`src/rtl/mbox_pkg.sv`:
```
package mbox_pkg;
   localparam int DATA_W = 64;
   localparam int BUS_W  = 32;
   localparam int CMD_W  = 16;
   localparam int CFG_W  = 32;
   localparam int WIN_LO = 24;
   localparam int WIN_HI = 30;

   localparam logic [CMD_W-1:0] CMD_CFG_RD  = 16'h001E;
   localparam logic [CMD_W-1:0] CMD_CFG_WR  = 16'h001F;
   localparam logic [CMD_W-1:0] CMD_HINT_WR = 16'h0011;
   localparam logic [CMD_W-1:0] CMD_HINT_RD = 16'h0012;

   typedef enum logic [1:0] {
      SEL_NONE = 2'd0,
      SEL_LO   = 2'd1,
      SEL_HI   = 2'd2,
      SEL_IF   = 2'd3
   } reg_sel_e;
endpackage

```
`src/rtl/mbox_regdec.sv`:
```
module mbox_regdec
   import mbox_pkg::*;
#(
   parameter int                ADDR_W    = 16,
   parameter logic [ADDR_W-1:0] BASE_ADDR = 16'h5810
) (
   input  logic [ADDR_W-1:0] addr,
   output reg_sel_e          sel
);
   localparam logic [ADDR_W-1:0] OFF_LO = BASE_ADDR;
   localparam logic [ADDR_W-1:0] OFF_HI = BASE_ADDR + ADDR_W'(4);
   localparam logic [ADDR_W-1:0] OFF_IF = BASE_ADDR + ADDR_W'(8);

   generate
      if (ADDR_W < 4) begin : g_bad_w
         $error("mbox_regdec: ADDR_W too small");
      end
      if (BASE_ADDR[1:0] != 2'b00) begin : g_bad_base
         $error("mbox_regdec: BASE_ADDR must be word aligned");
      end
   endgenerate

   always_comb begin
      if (addr == OFF_LO)      sel = SEL_LO;
      else if (addr == OFF_HI) sel = SEL_HI;
      else if (addr == OFF_IF) sel = SEL_IF;
      else                     sel = SEL_NONE;
   end
endmodule

```
`src/rtl/mbox_seq.sv`:
```
module mbox_seq
   import mbox_pkg::*;
#(
   parameter int DONE_LAT = 6
) (
   input  logic             clk,
   input  logic             rst_n,
   input  logic             start,
   input  logic [CMD_W-1:0] cmd_in,
   output logic             busy,
   output logic             done,
   output logic [CMD_W-1:0] cmd_q
);
   generate
      if (DONE_LAT < 1) begin : g_bad_lat
         $error("mbox_seq: DONE_LAT must be at least 1");
      end
   endgenerate

   always_ff @(posedge clk or negedge rst_n) begin
      if (!rst_n) begin
         busy  <= 1'b0;
         cmd_q <= '0;
      end else if (start && !busy) begin
         busy  <= 1'b1;
         cmd_q <= cmd_in;
      end else if (done) begin
         busy  <= 1'b0;
      end
   end

   generate
      if (DONE_LAT == 1) begin : g_single
         assign done = busy;
      end else begin : g_count
         localparam int CNT_W = $clog2(DONE_LAT);
         localparam logic [CNT_W-1:0] CNT_LOAD = CNT_W'(DONE_LAT - 1);
         logic [CNT_W-1:0] remain;

         always_ff @(posedge clk or negedge rst_n) begin
            if (!rst_n) begin
               remain <= '0;
            end else if (start && !busy) begin
               remain <= CNT_LOAD;
            end else if (busy && (remain != '0)) begin
               remain <= remain - 1'b1;
            end
         end

         assign done = busy && (remain == '0);
      end
   endgenerate
endmodule

```
`src/rtl/mbox_store.sv`:
```
module mbox_store
   import mbox_pkg::*;
#(
   parameter int EN_BITS = 8
) (
   input  logic              clk,
   input  logic              rst_n,
   input  logic              wr_lo,
   input  logic              wr_hi,
   input  logic [BUS_W-1:0]  wdata,
   input  logic              done,
   input  logic [CMD_W-1:0]  cmd,
   output logic [DATA_W-1:0] data_q,
   output logic [CFG_W-1:0]  cfg_q
);
   logic [CFG_W-1:0]  cfg_mask;
   logic [DATA_W-1:0] hint_q;

   generate
      if (EN_BITS < 1 || EN_BITS > WIN_LO) begin : g_bad_en
         $error("mbox_store: EN_BITS must lie in 1..24");
      end
      for (genvar b = 0; b < CFG_W; b++) begin : g_mask
         if ((b >= WIN_LO && b <= WIN_HI) || b < EN_BITS) begin : g_keep
            assign cfg_mask[b] = 1'b1;
         end else begin : g_drop
            assign cfg_mask[b] = 1'b0;
         end
      end
   endgenerate

   always_ff @(posedge clk or negedge rst_n) begin
      if (!rst_n) begin
         data_q <= '0;
         cfg_q  <= '0;
         hint_q <= '0;
      end else begin
         if (wr_lo) data_q[BUS_W-1:0]      <= wdata;
         if (wr_hi) data_q[DATA_W-1:BUS_W] <= wdata;
         if (done) begin
            unique case (cmd)
               CMD_CFG_RD:  data_q[BUS_W-1:0] <= cfg_q;
               CMD_CFG_WR:  cfg_q  <= data_q[CFG_W-1:0] & cfg_mask;
               CMD_HINT_WR: hint_q <= data_q;
               CMD_HINT_RD: data_q <= hint_q;
               default:     data_q <= '0;
            endcase
         end
      end
   end
endmodule

```
`src/rtl/cmd_mbox_responder.sv`:
```
module cmd_mbox_responder
   import mbox_pkg::*;
#(
   parameter int                ADDR_W    = 16,
   parameter logic [ADDR_W-1:0] BASE_ADDR = 16'h5810,
   parameter int                DONE_LAT  = 6,
   parameter int                EN_BITS   = 8
) (
   input  logic              clk,
   input  logic              rst_n,
   input  logic [ADDR_W-1:0] bus_addr,
   input  logic              bus_wr,
   input  logic              bus_rd,
   input  logic [BUS_W-1:0]  bus_wdata,
   output logic [BUS_W-1:0]  bus_rdata
);
   localparam int PAD_W = BUS_W - 1 - CMD_W;

   reg_sel_e          sel;
   logic              busy;
   logic              done;
   logic              cmd_start;
   logic [CMD_W-1:0]  cmd_q;
   logic [DATA_W-1:0] data_q;
   logic [CFG_W-1:0]  cfg_q;
   logic              wr_lo;
   logic              wr_hi;

   mbox_regdec #(.ADDR_W(ADDR_W), .BASE_ADDR(BASE_ADDR)) u_dec (
      .addr (bus_addr),
      .sel  (sel)
   );

   assign cmd_start = bus_wr && (sel == SEL_IF) && bus_wdata[BUS_W-1] && !busy;
   assign wr_lo     = bus_wr && (sel == SEL_LO) && !busy;
   assign wr_hi     = bus_wr && (sel == SEL_HI) && !busy;

   mbox_seq #(.DONE_LAT(DONE_LAT)) u_seq (
      .clk    (clk),
      .rst_n  (rst_n),
      .start  (cmd_start),
      .cmd_in (bus_wdata[CMD_W-1:0]),
      .busy   (busy),
      .done   (done),
      .cmd_q  (cmd_q)
   );

   mbox_store #(.EN_BITS(EN_BITS)) u_store (
      .clk    (clk),
      .rst_n  (rst_n),
      .wr_lo  (wr_lo),
      .wr_hi  (wr_hi),
      .wdata  (bus_wdata),
      .done   (done),
      .cmd    (cmd_q),
      .data_q (data_q),
      .cfg_q  (cfg_q)
   );

   always_ff @(posedge clk or negedge rst_n) begin
      if (!rst_n) begin
         bus_rdata <= '0;
      end else if (bus_rd) begin
         unique case (sel)
            SEL_LO:  bus_rdata <= data_q[BUS_W-1:0];
            SEL_HI:  bus_rdata <= data_q[DATA_W-1:BUS_W];
            SEL_IF:  bus_rdata <= {busy, {PAD_W{1'b0}}, cmd_q};
            default: bus_rdata <= '0;
         endcase
      end
   end
endmodule

```
`config.mk`:
```
export PLATFORM = sky130hd
export DESIGN_NAME = cmd_mbox_responder
export DESIGN_NICKNAME = d
export VERILOG_FILES = /design/src/rtl/mbox_pkg.sv /design/src/rtl/mbox_regdec.sv /design/src/rtl/mbox_seq.sv /design/src/rtl/mbox_store.sv /design/src/rtl/cmd_mbox_responder.sv
export SDC_FILE = /design/constraint.sdc
export NUM_CORES = 1
export LEC_CHECK = 0
export ABC_AREA = 1
export ABC_CLOCK_PERIOD_IN_PS = 1700
export BUFFER_PORTS_ARGS = -buffer_cell sky130_fd_sc_hd__buf_4
export CAP_MARGIN = 20
export CELL_PAD_IN_SITES_DETAIL_PLACEMENT = 0
export CELL_PAD_IN_SITES_GLOBAL_PLACEMENT = 1
export CORE_ASPECT_RATIO = 1.5
export CORE_MARGIN = 2
export CORE_UTILIZATION = 40
export DETAILED_ROUTE_END_ITERATION = 10
export GPL_ROUTABILITY_DRIVEN = 0
export PLACE_DENSITY = 0.75
export SLEW_MARGIN = 20
export SYNTH_ARGS = -nofsm -noshare
export SYNTH_HDL_FRONTEND = slang
export SYNTH_HIERARCHICAL = 1
export SYNTH_SLANG_ARGS = --single-unit
```
`constraint.sdc`:
```
create_clock -name clk -period 1.7 [get_ports clk]
set_clock_uncertainty 0.15 [all_clocks]
set_input_delay 0.255 -clock clk [delete_from_list [all_inputs] [get_ports clk]]
set_output_delay 0.255 -clock clk [all_outputs]
set_load 0.02 [all_outputs]
```
# ---- Word-level counts from Yosys, hierarchy flattened
# Index checks and enable logic that the tools add are counted.
dict set report totals {
  ff_bits 195
  inputBits 52
  out_inout_bits 32
}
dict set report classes {
  addsub 1
  eq_ne 10
  muxes 13
  n_reduce_logical 19
}
# cell n
set ops {}
lappend ops {{case mux 32 bit (3 select lines)} 2}
lappend ops {{== test 16 x 5 -> 1 bit (second input constant)} 4}
lappend ops {{2-to-1 mux 32 bit} 2}
lappend ops {{2-to-1 mux 64 bit} 1}
lappend ops {{case mux 32 bit (2 select lines)} 1}
lappend ops {{== test 16 x 15 -> 1 bit (second input constant)} 3}
lappend ops {{logical AND 1 bit} 10}
lappend ops {{2-to-1 mux 2 bit} 3}
lappend ops {{2-to-1 mux 3 bit} 2}
lappend ops {{== test 2 bit (second input constant)} 2}
lappend ops {{AND reduction 2 bit} 2}
lappend ops {{nonzero test 2 bit} 2}
lappend ops {{logical NOT 3 bit} 1}
lappend ops {{nonzero test 3 bit} 1}
lappend ops {{OR reduction 3 bit} 1}
lappend ops {{subtractor 3 x 1 -> 3 bit (second input constant)} 1}
lappend ops {{== test 2 x 1 -> 1 bit (second input constant)} 1}
lappend ops {{2-to-1 mux 1 bit} 2}
lappend ops {{OR reduction 2 bit} 1}
lappend ops {{logical NOT 1 bit} 1}

# ---- Depth between registers and ports, before layout
# Gate-level depths: netlist of the first run.
dict set report depth {
  ltp_word 10
  ltp_mapped 17
  depth_no_buf 14
}

# ---- Modules after synthesis
# The synthesis of the first run kept the hierarchy.
# module instances cells_each area_each_um2 seq_area_each_um2
set by_module_without_submodules {}
lappend by_module_without_submodules {mbox_store 1 1004 7275.7 3578.4}
lappend by_module_without_submodules {cmd_mbox_responder 1 271 1935.6 800.8}
lappend by_module_without_submodules {mbox_seq 1 95 847.1 500.5}
lappend by_module_without_submodules {mbox_regdec 1 28 111.4 0.0}

# ---- Least setup slack after synthesis of the first run
# Ideal clock, no wire load.
dict set report synth_path {
  kind {in2reg}
  startpoint {input bus_addr[8]}
  endpoint {register u_store.data_q[30]}
  setup_ns 0.117
  arrival_time_ns 2.050
  slack_ns -0.617
  path_stages 15
  path_buffers 3
  cell_sequence {nor2_1 nand2_1 nor2_2 nand2_1 nand2_1 inv_2 buf_4 nor3_1 clkbuf_1 clkbuf_1 o21ai_0 nand2_1 nand3_1 nand2_1 nand2_1}
}
dict set report synth_via {
  elab_chain_cells 10
}
# element line_no
set synth_lines {}
lappend synth_lines {{from (decl)} cmd_mbox_responder.sv:11} ;# input logic [ADDR_W-1:0] bus_addr,
lappend synth_lines {{== test 16 x 15 -> 1 bit} mbox_regdec.sv:26} ;# else if (addr == OFF_IF) sel = SEL_IF;
lappend synth_lines {{2-to-1 mux 2 bit} mbox_regdec.sv:26}
lappend synth_lines {{2-to-1 mux 2 bit} mbox_regdec.sv:25} ;# else if (addr == OFF_HI) sel = SEL_HI;
lappend synth_lines {{2-to-1 mux 2 bit *} mbox_regdec.sv:24} ;# if (addr == OFF_LO) sel = SEL_LO;
lappend synth_lines {{via sel[0]} cmd_mbox_responder.sv:19} ;# reg_sel_e sel;
lappend synth_lines {{== test 2 x 1 -> 1 bit *} cmd_mbox_responder.sv:35} ;# assign wr_lo = bus_wr && (sel == SEL_LO) && !busy;
lappend synth_lines {{logical AND 1 bit * (2 in series)} cmd_mbox_responder.sv:35}
lappend synth_lines {{via wr_lo} cmd_mbox_responder.sv:26} ;# logic wr_lo;
lappend synth_lines {{2-to-1 mux 32 bit *} mbox_store.sv:38} ;# if (wr_lo) data_q[BUS_W-1:0] <= wdata;
lappend synth_lines {{case mux 32 bit (3 select lines)} mbox_store.sv:41} ;# unique case (cmd)
lappend synth_lines {{2-to-1 mux 64 bit *} mbox_store.sv:40} ;# if (done) begin
lappend synth_lines {{to (signal, indexed assignment)} mbox_store.sv:38}
lappend synth_lines {{to (signal, indexed assignment)} mbox_store.sv:39} ;# if (wr_hi) data_q[DATA_W-1:BUS_W] <= wdata;
lappend synth_lines {{to (signal, indexed assignment)} mbox_store.sv:42} ;# CMD_CFG_RD: data_q[BUS_W-1:0] <= cfg_q;
lappend synth_lines {{to (decl)} mbox_store.sv:13} ;# output logic [DATA_W-1:0] data_q,
# The timed path passes the listed nets; every way through them passes the cells marked *.
# A chain may end at the register's enable or synchronous reset.

# ---- Worst setup path in the final report of the first run
dict set report layout_path {
  startpoint {register u_seq.cmd_q[13]}
  endpoint {register u_store.data_q[35]}
}
dict set report layout_via {
  elab_chain_cells 4
}
# element line_no
set layout_lines {}
lappend layout_lines {{from (decl)} mbox_seq.sv:12} ;# output logic [CMD_W-1:0] cmd_q
lappend layout_lines {{from (signal assigned)} mbox_seq.sv:26} ;# cmd_q <= cmd_in;
lappend layout_lines {{== test 16 x 5 -> 1 bit} mbox_store.sv:41}
lappend layout_lines {{OR reduction 3 bit (no line)} -}
lappend layout_lines {{case mux 32 bit (2 select lines) *} mbox_store.sv:41}
lappend layout_lines {{2-to-1 mux 64 bit *} mbox_store.sv:40}
lappend layout_lines {{to (signal, indexed assignment)} mbox_store.sv:39}
lappend layout_lines {{to (signal, indexed assignment)} mbox_store.sv:42}
lappend layout_lines {{to (signal assigned)} mbox_store.sv:45} ;# CMD_HINT_RD: data_q <= hint_q;
# Mark *: on every way between the ends. The rest lies on a longest branch, timed or not.

==> results of run 1 <==
routing by layer:
metal | track usage | up-vias
li1 | - | 4655
met4 | 0.0725 | 0
met1 | 0.306 | 4488
met5 | 0 | -
met2 | 0.406 | 231
met3 | 0.0341 | 37
path summary, 6_finish.rpt:
check | cells past startpoint | endpoint | slack [ns] | start
max reg2reg | 12 | u_store/data_q[35] | -0.14 | u_seq/cmd_q[13]
min reg2reg | 2 | bus_rdata[4] | 0.33 | bus_rdata[4]
min | 5 | u_store/data_q[54] | 0.03 | bus_wdata[22]
max in group asynchronous | 3 | u_store/hint_q[48] | 0.61 | rst_n
max | 12 | u_store/data_q[35] | -0.14 | u_seq/cmd_q[13]
min in group asynchronous | 2 | bus_rdata[2] | 0.17 | rst_n
layout make-up:
cell class,instances,area share
flip-flops and latches,195,0.369
multi-input cells,1019,0.351
repair buffers,221,0.180
clock buffers,22,0.0351
well taps,328,0.0311
inverters,81,0.0240
clock inverters,9,0.00985
worst max-delay path: stages, from the launching register on:
cell,delay [ns]
dfrtp_1,0.40
nor2_2,0.12
nand2_1,0.07
nor2_2,0.13
buf_12,0.15
buf_6,0.10
nand3_4,0.07
nand3_4,0.16
clkbuf_16,0.21
nand2_4,0.05
nand2_2,0.07
nand2_1,0.05
nand2_1,0.06
metrics by stage:
step	util	setup slack, ns	TNS [ns]
floorplan	-	-0.277	-19.14
global route	0.531	-0.229	-24.10
global placement	0.470	-0.511	-50.50
CTS	0.507	-0.0952	-7.02
finish	0.531	-0.138	-10.20
detailed placement	0.470	-0.510	-51.67
flip-flops by register name, indices dropped and copies added (netlist names):
name                  count
bus_rdata                32
u_seq/g_count.remain      3
u_seq/cmd_q              16
u_seq/busy                1
u_store/data_q           64
u_store/hint_q           64
u_store/cfg_q            15
what timing repair did:
item                                    4_1_cts  5_1_grt
hold endpoints to repair                    115        0
cloned                                        2       14
endpoints found under the setup margin      145      178
resized for setup                            30       75
pin swaps                                     0       24
buffers inserted                              4       10
hold buffers                                 17        0
report_power, final:
| group | internal (uW) | switching [uW] | leakage [uW] | total (uW) |
|---|---|---|---|---|
| clock | 2380 | 1800 | 0.000278 | 4180 |
| sequential | 4640 | 0.537 | 0.00273 | 4640 |
| combinational | 140 | 209 | 0.00372 | 349 |
==> out/qor.yml, run 1 <==
worst_setup_path:
  cp_max_fo: 7
  crit_path_start_kind: "flip-flop"
  crit_required_ns: 1.93
  end_kind: "flip-flop"
  cp.arrival_ns: 2.07
  critPathKind: "flip-flop to flip-flop"
min_path:
  hp-class: "input port to flip-flop"
synthesis:
  synthesis.nets: 1434
  netlist_area_mm2: 0.0100
  syn-mean-instance-area_um2: 7.27
  synthCells: 1380
  yosys_warnings: 6
global_routing:
  grt_max_degree: 46
  overflow: 0
  antenna_found_initial: 0
  grt.total_usage: 0.236
  first_global_vias: 9201
  grt_pass1_wl_um: 48800
power_and_ir_drop:
  finalPower_uw: 9170
  power_density_mw_per_mm2: 694
  total_leakage_power_uw: 0.00672
  peakVddDrop_mv: 0.712
sta:
  layout_min_cycle_time_ns: 1.84
  fin_ws_ns: -0.138
  relSlewSlack: 0.693
  maxSlewViolCount: 0
  rsz0062_at_grt: "yes"
  fin_crit_sh: 1.08
  hold_viol: 0
  hold_slack_ns: 0.0295
  fmax_mhz: 544
  worstMarginPinSlew_ns: 0.461
  setup_viol: 138
routing:
  wl_met2_um: 15800
  wirelength_um: 32100
  dr.pass1.iters: 6
  m1WireLength_um: 14200
  drc: 0
  via_per_inst: 5.02
  wl_met3_um: 1410
  wl_per_cell_um: 17.1
  vias: 9411
  postRouteAntennaNets: 0
  top_layer_used: "met4"
  drt-initial-drc-count: 694
floorplan:
  fp-row-count: 71
  fp.dieH_um: 198
  core_area_mm2: 0.0249
  die_x_um: 133
  start_util: 0.404
  die_area_mm2: 0.0264
  io_pins: 84
final_layout:
  final_cell_mix: "nand2_1 (649), dfrtp_1 (195), buf_4 (148)"
  area.sequential_mm2: 0.00488
  instances_no_fill: 1875
  area_delta_synth_final_pct: 31.6
  nets: 1589
  fillers: 2456
  final_layout_size_suffix_gt1_frac: 0.208
  final_common_cell: "nand2_1"
  diodes: 0
  post-route-cell-area_mm2: 0.0132
  multiInputGateArea_mm2: 0.00464
clock_tree:
  clockBufferDepth: 2
  numClockSinks: 195
  cts_buffers: 17
  insertion_delay_ns: 0.44
  cts_tree: "yes"
  clkTransAtPathRegs_ns: 0.07
  htreeDepth: 4
  ctsRootBufferMaster: "clkbuf_16"
run_status:
  status: "finished with violations"
  violations: "negative setup slack"
placed_design:
  placed_cells: 1797
  dpl.hpwl_um: 19400
  dpl-instance-area_mm2: 0.0117
  port_buffers: 83
flow_run:
  cap_viol_max_count: 0
(Power assumes the default switching activity.)
==> inputs of run 2 (changes only) <==
--- a/config.mk
+++ b/config.mk
@@ -6,7 +6,7 @@
 export NUM_CORES = 1
 export LEC_CHECK = 0
 export ABC_AREA = 1
-export ABC_CLOCK_PERIOD_IN_PS = 1700
+export ABC_CLOCK_PERIOD_IN_PS = 1650
 export BUFFER_PORTS_ARGS = -buffer_cell sky130_fd_sc_hd__buf_4
 export CAP_MARGIN = 20
 export CELL_PAD_IN_SITES_DETAIL_PLACEMENT = 0
==> constraint.sdc (replaced) <==
create_clock -name clk -period 1.65 [get_ports clk]
set_clock_uncertainty 0.15 [all_clocks]
set_input_delay 0.2475 -clock clk [delete_from_list [all_inputs] [get_ports clk]]
set_output_delay 0.2475 -clock clk [all_outputs]
set_load 0.02 [all_outputs]
==> run 2 against run 1 <==
The flow finishes with violations (negative hold slack, negative setup slack). Core utilization increased by 2.4 points. Critical endpoint is now u_store/data_q[49]. Clock-buffer cell count decreased by 4. Register-to-register slack got worse by 0.06 ns. Flip-flop and latch count unchanged. First-iteration DRC count decreased by 13%. Via count increased by 2.1%. Sequential share of layout area decreased by 1.6 points. Non-clock buffer count increased by 11. Cell area increased by 4.6%. Global-route usage decreased by 0.35 points. Fmax decreased by 0.44%. Critical path depth decreased by 2.
==> out/qor.yml, run 2 (synthesis results as in run 1) <==
worst_setup_path:
  critPathKind: "flip-flop to flip-flop"
  crit_path_start_kind: "flip-flop"
  rr_worst_depth: 10  # -2
  critPathSlowestCell: "dfrtp_1"
  crit_chain: "nor2_2, nand2_4, buf_4, nor3_4, and2_4, buf_12, nand2_2, nand2_1, nand2_1, nand2_1"
  crit_required_ns: 1.88  # -0.05 ns
  critical-path-max-stage-delay_ns: 0.39  # about the same
  end_kind: "flip-flop"
  cp.arrival_ns: 2.08  # about the same
  cp_max_fo: 8  # +1
  crit_top_cell: "nand2_1"
clock_tree:
  ctsRootBufferMaster: "clkbuf_16"
  cts_tree: "yes"
  clockBufferDepth: 2  # unchanged
  htreeDepth: 4  # unchanged
  clkTransAtPathRegs_ns: 0.07  # about the same
  cts_buffers: 17  # unchanged
  insertion_delay_ns: 0.45  # about the same
  numClockSinks: 195  # unchanged
power_and_ir_drop:
  total_leakage_power_uw: 0.00712  # +5.9%
  finalPower_uw: 9600  # +4.8%
  peakVddDrop_mv: 0.619  # -13%
  power_density_mw_per_mm2: 695  # +0.16%
final_layout:
  nets: 1602  # +0.82%
  final_common_cell: "nand2_1"
  fin_util: 0.556  # +0.0244
  instances_no_fill: 1888  # +0.69%
  area.sequential_mm2: 0.00488  # unchanged
  fillers: 2344  # -4.6%
  area_delta_synth_final_pct: 37.7
  final_layout_size_suffix_gt1_frac: 0.263  # +0.0547
  multiInputGateArea_mm2: 0.00503  # +8.5%
  diodes: 0  # unchanged
  final_cell_mix: "nand2_1 (620), dfrtp_1 (195), buf_4 (148)"
  top_regs: "u_store/data_q x64, u_store/hint_q x64, bus_rdata x32"
floorplan:
  die_area_mm2: 0.0264  # unchanged
  core_area_mm2: 0.0249  # unchanged
  fp-row-count: 71  # unchanged
  die_x_um: 133  # unchanged
  io_pins: 84  # unchanged
  start_util: 0.404  # unchanged
  fp.dieH_um: 198  # unchanged
placed_design:
  port_buffers: 83  # unchanged
  placed_cells: 1798  # +0.056%
  pre_cts_ws_ns: -0.590  # -0.0795 ns
  dpl.hpwl_um: 19200  # -0.71%
global_routing:
  grt_max_degree: 59  # +28%
  antenna_found_initial: 0  # unchanged
  overflow: 0  # unchanged
  grt.total_usage: 0.232  # -0.00345
  first_global_vias: 9123  # -0.85%
  grt_pass1_wl_um: 48300  # -1.0%
routing:
  wl_per_cell_um: 17.4  # +1.6%
  drt-initial-drc-count: 607  # -13%
  postRouteAntennaNets: 0  # unchanged
  vias: 9606  # +2.1%
  wirelength_um: 32800  # +2.3%
  drc: 0  # unchanged
  dr.pass1.iters: 4  # -2
  via_per_inst: 5.09  # +1.4%
sta:
  maxSlewViolCount: 0  # unchanged
  relSlewSlack: 0.659  # -0.0340
  fmax_mhz: 542  # -0.44%
  final.setup.tns_ns: -16.87  # -6.68 ns
  worstMarginPinSlew_ns: 0.512  # +0.0510 ns
  hold_slack_ns: -0.0151  # -0.0446 ns
  layout_min_cycle_time_ns: 1.85  # +0.00808 ns
  hold_viol: 4  # +4
  fin_crit_sh: 1.12  # +0.0377
  fin_ws_ns: -0.196  # -0.0581 ns
  setup_viol: 143  # +3.6%
  rsz0062_at_grt: "yes"
min_path:
  whs_path_depth: 5  # unchanged
  hp-class: "input port to flip-flop"
run_status:
  violations: "negative hold slack, negative setup slack"
  status: "finished with violations"
flow_run:
  cap_viol_max_count: 0  # unchanged
[run 2: changes by cell type in the layout (fill, tap and decap cells not counted), sizes merged]
cell and delta:
buf +10, inv +1, nor2 +1, clkbuf -4, nand2 +1, bufinv +1
clkinvlp +1, clkinv +1, dlygate4sd3 +1
[run 2: metal layers]
| metal | vias up | wire length (um) | global-route usage |
|---|---|---|---|
| met5 | - | 0 | 0 |
| met4 | 0 | 537 | 0.0603 |
| met3 | 39 | 1380 | 0.0338 |
| met2 | 241 | 16500 | 0.401 |
| met1 | 4623 | 14300 | 0.305 |
| li1 | 4703 | - | - |
[run 2: worst paths after layout]
path,slack (ns),from,end
max in group asynchronous,0.56,rst_n,bus_rdata[17]
min in group asynchronous,0.19,rst_n,bus_rdata[2]
worst max-delay path,-0.20,u_seq/cmd_q[7],u_store/data_q[49]
worst min-delay path,-0.02,bus_wdata[18],u_store/data_q[18]
worst max register to register,-0.20,u_seq/cmd_q[7],u_store/data_q[49]
worst min register to register,0.33,bus_rdata[8],bus_rdata[8]
[run 2: timing repair]
action	CTS	global route
hold endpoints to repair	55	0
resized for setup	26	218
setup endpoints to repair	172	180
pin swaps	4	55
gates cloned	4	18
hold buffers	18	0
buffers inserted	5	15
[run 2: per-stage QoR]
step / area [um2] / hold WS [ns]
after CTS: 12700 / 0.00584
final: 13800 / -0.0151
after floorplan: 10200 / -0.198
after detailed placement: 11700 / 0.112
after global routing: 13800 / 0.00140
after global placement: 11700 / 0.102
[run 2: report_power, final]
| group | leakage [uW] | internal, uW | switching, uW | total, uW |
|---|---|---|---|---|
| clock | 0.000284 | 2530 | 1930 | 4460 |
| sequential | 0.00273 | 4780 | 0.582 | 4780 |
| combinational | 0.00411 | 156 | 215 | 371 |
| total | 0.00712 | 7460 | 2140 | 9600 |
[run 2: final cells by class]
type                    count  area share
clock buffers              18      0.0311
clock inverters            13      0.0134
inverters                  81      0.0229
multi-input cells        1021       0.364
flip-flops and latches    195       0.353
well taps                 328      0.0297
repair buffers            232       0.186
[run 2: worst max-delay path, delay by kind of cell, from the launching register on]
kind / cells / cell delay, ns
buffers and inverters: 2 / 0.32
DFF: 1 / 0.39
and+or+nand+nor: 8 / 0.90
==> inputs of run 3 (changes only) <==
--- a/config.mk
+++ b/config.mk
@@ -11,12 +11,13 @@
 export CAP_MARGIN = 20
 export CELL_PAD_IN_SITES_DETAIL_PLACEMENT = 0
 export CELL_PAD_IN_SITES_GLOBAL_PLACEMENT = 1
-export CORE_ASPECT_RATIO = 1.5
+export CORE_ASPECT_RATIO = 2
 export CORE_MARGIN = 2
 export CORE_UTILIZATION = 40
 export DETAILED_ROUTE_END_ITERATION = 10
 export GPL_ROUTABILITY_DRIVEN = 0
 export PLACE_DENSITY = 0.75
+export REMOVE_ABC_BUFFERS = 1
 export SLEW_MARGIN = 20
 export SYNTH_ARGS = -nofsm -noshare
 export SYNTH_HDL_FRONTEND = slang
==> run 3 against run 2 <==
Setup slack got worse by 0.057 ns. Core utilization up 0.81 points. Sequential power barely moved. The run ends with negative setup slack left. Sequential share of layout area is 0.44 points lower. Via count grew 2.4%. Critical path type unchanged. Die area grew 0.19%. Clock power grew 6.3%. Global-route usage is 2.2 points higher. Largest power group unchanged. Power is 2.9% higher. Register-to-register slack worse by 0.06 ns. Highest routed layer unchanged. Critical endpoint is now u_store/hint_q[12].
==> out/qor.yml, run 3 (synthesis results as in run 1) <==
sta:
  layout_min_cycle_time_ns: 1.90  # +0.0565 ns
  setup_viol: 143  # unchanged
  worstMarginPinSlew_ns: 0.504  # -0.00795 ns
  relSlewSlack: 0.664  # +0.00530
  fin_crit_sh: 1.15  # +0.0342
  hold_viol: 0  # -4
  fin_ws_ns: -0.252  # -0.0565 ns
  maxSlewViolCount: 0  # unchanged
  rsz0062_at_grt: "yes"
  fmax_mhz: 526  # -3.0%
power_and_ir_drop:
  p_comb_frac: 0.037  # -0.002
  swShare: 0.222  # -0.000794
  power_density_mw_per_mm2: 707  # +1.7%
  p_int_uw: 7690  # +3.1%
  p_clk_frac: 0.480  # +0.016
  p_seq_frac: 0.483  # -0.014
  peakVddDrop_mv: 0.676  # +9.3%
  finalPower_uw: 9890  # +2.9%
  total_leakage_power_uw: 0.00701  # -1.6%
  p_switching_uw: 2200  # +2.6%
routing:
  wl_per_cell_um: 17.3  # -0.23%
  postRouteAntennaNets: 0  # unchanged
  vias: 9832  # +2.4%
  via_per_inst: 5.13  # +0.91%
  drc: 0  # unchanged
  dr.pass1.iters: 5  # +1
  drt-initial-drc-count: 809  # +33%
  wirelength_um: 33200  # +1.2%
clock_tree:
  clockBufferDepth: 2  # unchanged
  ctsRootBufferMaster: "clkbuf_16"
  clkTransAtPathRegs_ns: 0.07  # about the same
  insertion_delay_ns: 0.46  # about the same
  cts_tree: "yes"
  htreeDepth: 4  # unchanged
  numClockSinks: 195  # unchanged
  cts_buffers: 17  # unchanged
final_layout:
  area_delta_synth_final_pct: 39.4
  fin_util: 0.564  # +0.00806
  final_layout_size_suffix_gt1_frac: 0.240  # -0.0228
  final_common_cell: "nand2_1"
  diodes: 0  # unchanged
  top_regs: "u_store/data_q x64, u_store/hint_q x64, bus_rdata x32"
  nets: 1620  # +1.1%
  instances_no_fill: 1915  # +1.4%
  final_cell_mix: "nand2_1 (618), dfrtp_1 (195), buf_4 (143)"
floorplan:
  die_x_um: 116  # -13%
  die_area_mm2: 0.0265  # +0.19%
  fp.dieH_um: 228  # +15%
  fp-row-count: 82  # +15%
  core_area_mm2: 0.0248  # -0.18%
  io_pins: 84  # unchanged
  start_util: 0.404  # +0.000732
worst_setup_path:
  cp_max_fo: 11  # +3
  cp.arrival_ns: 2.10  # +0.02 ns
  end_kind: "flip-flop"
  crit_path_start_kind: "flip-flop"
  critPathKind: "flip-flop to flip-flop"
  crit_required_ns: 1.85  # -0.03 ns
global_routing:
  antenna_found_initial: 0  # unchanged
  overflow: 0  # unchanged
  first_global_vias: 9784  # +7.2%
  grt_pass1_wl_um: 51600  # +6.9%
  grt.total_usage: 0.254  # +0.0215
  grt_max_degree: 48  # -19%
placed_design:
  dpl.hpwl_um: 19000  # -1.2%
  port_buffers: 83  # unchanged
  placed_cells: 1811  # +0.72%
  pre_cts_ws_ns: -0.520  # +0.0699 ns
run_status:
  status: "finished with violations"
  violations: "negative setup slack"
min_path:
  hp-class: "input port to flip-flop"
flow_run:
  cap_viol_max_count: 0  # unchanged
[run 3: cell type report]
type	instances	area, um2
timing repair buffer	251	2890
fill	2328	10800
multi-input combinational	1020	4830
sequential	195	4880
clock inverter	14	225
tap	336	420
clock buffer	18	439
inverter	81	312
[run 3: per-stage QoR]
stage               setup TNS (ns)  area [um2]  hold WS, ns
floorplan                  -657.66        9560       -0.198
global placement            -55.99       11700       0.0630
detailed placement          -58.45       11700       0.0604
CTS                         -19.82       13500      0.00443
global route                -41.12       14000       0.0338
finish                      -27.28       14000      0.00781
[run 3: metal layers]
| layer | global-route usage | up-vias | share of wire |
|---|---|---|---|
| li1 | - | 4714 | - |
| met1 | 0.324 | 4756 | 0.42 |
| met2 | 0.430 | 303 | 0.50 |
| met3 | 0.0391 | 59 | 0.049 |
| met4 | 0.0900 | 0 | 0.028 |
| met5 | 0 | - | 0 |
[run 3: what timing repair did]
item,CTS,global route
gates resized for setup,154,81
pin swaps,16,22
hold endpoints to repair,233,0
hold buffers,29,0
setup endpoints to repair,143,178
setup buffers,19,6
cloned,14,8
[run 3: path summary, 6_finish.rpt]
kind	startpoint	end	slack, ns	cells past startpoint
worst min-delay path	bus_wdata[28]	u_store/data_q[60]	0.008	5
worst min register to register	bus_rdata[21]	bus_rdata[21]	0.33	2
worst max register to register	u_seq/cmd_q[7]	u_store/hint_q[12]	-0.25	9
max in group asynchronous	rst_n	u_store/data_q[8]	0.62	3
min in group asynchronous	rst_n	u_store/hint_q[44]	0.13	2
worst max-delay path	u_seq/cmd_q[7]	u_store/hint_q[12]	-0.25	9
[run 3: power groups by stage]
stage                     combinational (uW)  clock [uW]  sequential (uW)
after global placement                   319           0             4870
final                                    367        4740             4780
after global routing                     409        5000             4780
after CTS                                377        4830             4780
after floorplan                         22.2           0             4870
after detailed placement                 322           0             4870
[run 3: worst max-delay path: stages, from the launching register on]
cell,delay [ns]
dfrtp_1,0.39
nor2_2,0.15
nand2_2,0.14
nor2_4,0.18
buf_4,0.14
nand3_4,0.15
buf_12,0.20
clkbuf_16,0.17
nand2_1,0.05
o21ai_1,0.06
